### src/rtl/byteReadout_pkg.sv
package byteReadout_pkg;

  // Strobes passed from the control half to the datapath half.
  typedef struct packed {
    logic drive;   // bus access active this cycle
    logic selLow;  // pointer: 0 = high byte, 1 = low byte
  } pathStrobes_t;

endpackage

### src/rtl/byteReadoutCtl.sv
module byteReadoutCtl
  import byteReadout_pkg::*;
(
  input  logic         clk,
  input  logic         rstN,
  input  logic         csN,
  input  logic         rdN,
  input  logic         newResult,
  input  logic         startConv,
  output pathStrobes_t strobes,
  output logic         readPulse
);

  logic rdNq;      // read strobe seen at the previous edge
  logic accessQ;   // access seen at the previous edge
  logic ptrLow;    // byte pointer
  logic access;
  logic rdRise;
  logic rewind;

  assign access = !csN && !rdN;
  assign rdRise = rdN && !rdNq && !csN;
  assign rewind = newResult || startConv;

  always_ff @(posedge clk or negedge rstN) begin
    if (!rstN) begin
      rdNq      <= 1'b1;
      accessQ   <= 1'b0;
      ptrLow    <= 1'b0;
      readPulse <= 1'b0;
    end else begin
      rdNq      <= rdN;
      accessQ   <= access;
      readPulse <= access && !accessQ;
      if (rewind) begin
        ptrLow <= 1'b0;
      end else if (rdRise) begin
        ptrLow <= !ptrLow;
      end
    end
  end

  always_comb begin
    strobes.drive  = access;
    strobes.selLow = ptrLow;
  end

endmodule

### src/rtl/byteReadoutPath.sv
module byteReadoutPath
  import byteReadout_pkg::*;
#(
  parameter int RES_W = 10,
  parameter int BUS_W = 8
) (
  input  logic [RES_W-1:0] result,
  input  pathStrobes_t     strobes,
  output logic [BUS_W-1:0] dataOut,
  output logic             dataOe
);

  localparam int LO_W  = RES_W - BUS_W;
  localparam int PAD_W = BUS_W - LO_W;

  logic [BUS_W-1:0] highByte;
  logic [BUS_W-1:0] lowByte;
  logic [BUS_W-1:0] byteMux;

  assign highByte = result[RES_W-1 -: BUS_W];
  assign lowByte  = BUS_W'(result[LO_W-1:0]) << PAD_W;
  assign byteMux  = strobes.selLow ? lowByte : highByte;
  assign dataOe   = strobes.drive;

  // Per-lane gating: a lane carries data only while the bus is driven.
  for (genvar lane = 0; lane < BUS_W; lane++) begin : g_lane
    assign dataOut[lane] = strobes.drive & byteMux[lane];
  end

endmodule

### src/rtl/byteReadout.sv
module byteReadout
  import byteReadout_pkg::*;
#(
  parameter int RES_W = 10,
  parameter int BUS_W = 8
) (
  input  logic             clk,
  input  logic             rstN,
  input  logic [RES_W-1:0] result,
  input  logic             newResult,
  input  logic             startConv,
  input  logic             csN,
  input  logic             rdN,
  output logic [BUS_W-1:0] dataOut,
  output logic             dataOe,
  output logic             readPulse
);

  pathStrobes_t strobes;

  byteReadoutCtl u_ctl (
    .clk       (clk),
    .rstN      (rstN),
    .csN       (csN),
    .rdN       (rdN),
    .newResult (newResult),
    .startConv (startConv),
    .strobes   (strobes),
    .readPulse (readPulse)
  );

  byteReadoutPath #(
    .RES_W (RES_W),
    .BUS_W (BUS_W)
  ) u_path (
    .result  (result),
    .strobes (strobes),
    .dataOut (dataOut),
    .dataOe  (dataOe)
  );

endmodule

### config.mk
export PLATFORM = sky130hd
export DESIGN_NAME = byteReadout
export DESIGN_NICKNAME = d
export VERILOG_FILES = /design/src/rtl/byteReadout_pkg.sv /design/src/rtl/byteReadoutCtl.sv /design/src/rtl/byteReadoutPath.sv /design/src/rtl/byteReadout.sv
export SDC_FILE = /design/constraint.sdc
export NUM_CORES = 1
export LEC_CHECK = 0
export BUFFER_PORTS_ARGS = -buffer_cell sky130_fd_sc_hd__buf_4
export CAP_MARGIN = 20
export CELL_PAD_IN_SITES_DETAIL_PLACEMENT = 2
export CELL_PAD_IN_SITES_GLOBAL_PLACEMENT = 2
export CORE_MARGIN = 2
export CORE_UTILIZATION = 14
export DETAILED_ROUTE_END_ITERATION = 12
export GPL_ROUTABILITY_DRIVEN = 0
export GPL_TIMING_DRIVEN = 0
export PLACE_DENSITY = 0.74
export SLEW_MARGIN = 0
export SYNTH_ARGS = -nofsm -noshare
export SYNTH_HDL_FRONTEND = slang
export SYNTH_SLANG_ARGS = --single-unit
### constraint.sdc
create_clock -name clk -period 1.3 [get_ports clk]
set_input_delay 0.065 -clock clk [delete_from_list [all_inputs] [get_ports clk]]
set_output_delay 0.065 -clock clk [all_outputs]
set_load 0.005 [all_outputs]
; Word-level counts from Yosys, hierarchy flattened
; Index checks and enable logic that the tools add are counted.
[classes]
muxes = 3
n_reduce_logical = 11
bitwise_logic = 8
[ops]
columns = op, count
row1 = $and 1x1->1, 8
row2 = $mux 8, 1
row3 = $logic_not 1->1, 5
row4 = $logic_and 1x1->1, 4
row5 = $mux 1, 2
row6 = $reduce_bool 2->1, 1
row7 = $logic_or 1x1->1, 1
[word_totals]
in_bits = 16
register_bits = 4
wordCells = 26

; Longest topological paths before layout
[logic_depth]
ltp_word = 5
depth_mapped = 2

; Cells and area by module
; From an unflattened synthesis, not the netlist that was laid out.
[unflattened]
cells_unflattened = 24
hier_area_um2 = 251.5
[modules_own_cells]
columns = mod, area_each_um2, seq_area_each_um2, cells_each, instances
row1 = byteReadoutCtl, 165.2, 101.3, 12, 1
row2 = byteReadoutPath, 86.3, 0.0, 12, 1

; Worst setup path after synthesis
; Ideal clock, no wire load.
[synth_timing]
kind = register to register
start = reg u_ctl.rdNq
end = reg u_ctl.ptrLow
t_required_ns = 1.175
arrival_time_ns = 0.820
setup_ns = 0.125
setup_slack_ns = 0.356
n_path_buf = 0
stages_incl_launch_ff = 3
cell_sequence = dfstp_2 nor3b_2 mux2_2
[synth_via]
elab_chain_len = 4
[synth_rtl]
columns = element, line
row1 = from (decl), byteReadoutCtl.sv:14  ; logic rdNq;
row2 = from (signal assigned), byteReadoutCtl.sv:32  ; rdNq <= rdN;
row3 = $logic_not 1->1, byteReadoutCtl.sv:22  ; assign rdRise = rdN && !rdNq && !csN;
row4 = $logic_and 1x1->1 (2 in a row), byteReadoutCtl.sv:22
row5 = $reduce_bool 2->1 (no line), --
row6 = to (signal assigned), byteReadoutCtl.sv:38  ; ptrLow <= !ptrLow;
row7 = to (decl), byteReadoutCtl.sv:16  ; logic ptrLow;
; Every way passes these cells.
; A chain may end at the register's enable or synchronous reset.

; Final worst setup path
[layout_timing]
start = reg u_ctl.ptrLow
end = out dataOut[0]
[layout_via]
elab_chain_len = 2
[layout_rtl]
columns = element, line
row1 = $mux 8, byteReadoutPath.sv:22  ; assign byteMux = strobes.selLow ? lowByte : highByte;
row2 = $and 1x1->1, byteReadoutPath.sv:27  ; assign dataOut[lane] = strobes.drive & byteMux[lane];
row3 = to (decl), byteReadout.sv:14  ; output logic [BUS_W-1:0] dataOut,
; Every way passes these cells.

==> metrics <==
status complete, no violations; syn_nets 37; area delta synth->final 122.9%; Final #Nets 70; Final Max Tran Viols 0; Die X 44.00 um; first-pass GRT wire length 1255 um; port bufs 25; Post-Synthesis Cell Area 224.0 um^2; mean number of vias per cell 4.319; placed inst area 431.7 um^2; syn_area_per_cell 10.67 um^2; placed cell count 62; floorplan row count 14; later-pin clock latency in the skew report 0.23 ns; Filler cells 179; CP Capture Type output port; CTS tree done; most common cell after layout, fill and taps aside buf_4; setup violators final 0; post-synthesis sequential area ratio 45.25%; leakage 0.2440 nW; # DRC 0; crit path launch type register; IO Count 26; Rel. slew slack 85.17%; drt pass-1 iters 1; max cap viols 0; Post-DP HPWL 631.2 um; Tcrit/Tclk final 96.99%; Worst EP required 1.24 ns; crit path kind register to output port; post-DR wirelength/cell 11.12 um; Final Critical Period 1.261 ns; Slew @ Worst Pin 0.2217 ns; total CTS buffers 3; final hold vios 0; root buffer cell clkbuf_4; Syn. warnings 0; fmax 0.7931 GHz; die height 44.00 um; DRT Wirelength 767 um; gr usage total 9.354%; Syn Inst Count 21; peak supply drop 0.2784 mV; commonest non-fill, non-tap cells in the layout buf_4, and2_1, nor3_1; largest net degree at the start of global routing 8; layout cells sized above 1 66.04%; Routed Antenna Nets 0; Synth Register Bits 4; number of DRC violations after detailed-routing iteration 0 0; initial antenna violation count 0; unrepaired setup endpoints after global routing yes; CTS max path bufs 2; post-synth cell types 10; core area 1506 um^2; vias in the first global route 308; crit path max fanout 6; DR vias 298; pwr dens 795.8 nW/um^2; non-filler cells, final 69; CTS clock-pin slew for the worst setup and hold paths 0.04 ns; Initial Util 14.87%; DIE AREA 1936 um^2; n_diodes 0; number of H-tree levels 1; setup TNS 0 ns; final instance area 499.2 um^2; flop2flop setup slack 0.22 ns; Design Power 0.3973 mW; Max Clock Skew 0.00004437 ns; hold crit path type input pin to register; Crit path arrival time 1.20 ns; Overflow after GRT 0; clock net sink count 4
[Yosys cell counts (all sizes together)]
library cell | count | share of area (%)
dfrtp | 3 | 34
mux2i | 2 | 8.9
mux2 | 1 | 5.0
dfstp | 1 | 12
and2 | 6 | 17
nor3 | 5 | 13
nor2 | 1 | 1.7
nor3b | 2 | 8.9
[critical path: stages (launching register included)]
cell	delay, ns
dfrtp_2	0.44
nor3_4	0.25
and2_4	0.19
buf_6	0.09
[final cells by class]
class	count	area (um^2)	area share [%]
Timing Repair Buffer	28	219.0	43.86
Multi-Input combinational cell	17	131.4	26.32
Sequential cell	4	102.6	20.55
Clock buffer	4	26.28	5.263
Tap cell	16	20.02	4.010
[flip-flops by register name (all words and copies together) (netlist names)]
register	cells
u_ctl.ptrLow	1
u_ctl.readPulse	1
u_ctl.accessQ	1
u_ctl.rdNq	1
[power by group]
group / total (mW) / internal [mW] / switching (mW)
clock network: 0.169 / 0.115 / 0.0540
logic: 0.0932 / 0.0623 / 0.0309
registers: 0.135 / 0.132 / 0.00292
[final timing paths]
| check | start | endpoint | cells after the start |
|---|---|---|---|
| worst min register to register | u_ctl.accessQ | u_ctl.readPulse | 1 |
| worst min-delay path | rdN | u_ctl.readPulse | 2 |
| min in group asynchronous | rstN | u_ctl.readPulse | 2 |
| worst max register to register | u_ctl.ptrLow | u_ctl.ptrLow | 3 |
| max in group asynchronous | rstN | u_ctl.rdNq | 2 |
| worst max-delay path | u_ctl.ptrLow | dataOut[0] | 3 |
[logic make-up after synthesis]
| family | share of synthesized area (%) |
|---|---|
| multiplexers | 13.97 |
| AND/OR/NAND/NOR | 40.78 |
| flip-flops | 45.25 |
[layer usage]
metal | vias up | track usage [%] | wire length [um]
met5 | - | 0 | 0
met4 | 0 | 5.455 | 0
met3 | 0 | 5.417 | 122
met2 | 24 | 15.88 | 406
met1 | 135 | 8.586 | 239
li1 | 139 | - | -
[per-stage QoR]
stage,hold WS (ns),setup WS [ns],utilization (%)
detailed placement,-0.1349,0.1930,28.65
floorplan,-0.2306,0.3556,-
finish,0.04726,0.03918,33.14
global route,0.04606,-0.05817,33.14
CTS,0.04042,0.002147,32.14
global placement,-0.1365,0.2461,28.65
[repair_timing]
| item | CTS | global route |
|---|---|---|
| hold buffers | 2 | 0 |
| setup buffers | 0 | 1 |
| pin swaps | 0 | 4 |
| resized for setup | 1 | 3 |
| endpoints found under the hold margin | 5 | 0 |
| setup endpoints to repair | 6 | 7 |
(Power assumes the default switching activity.)
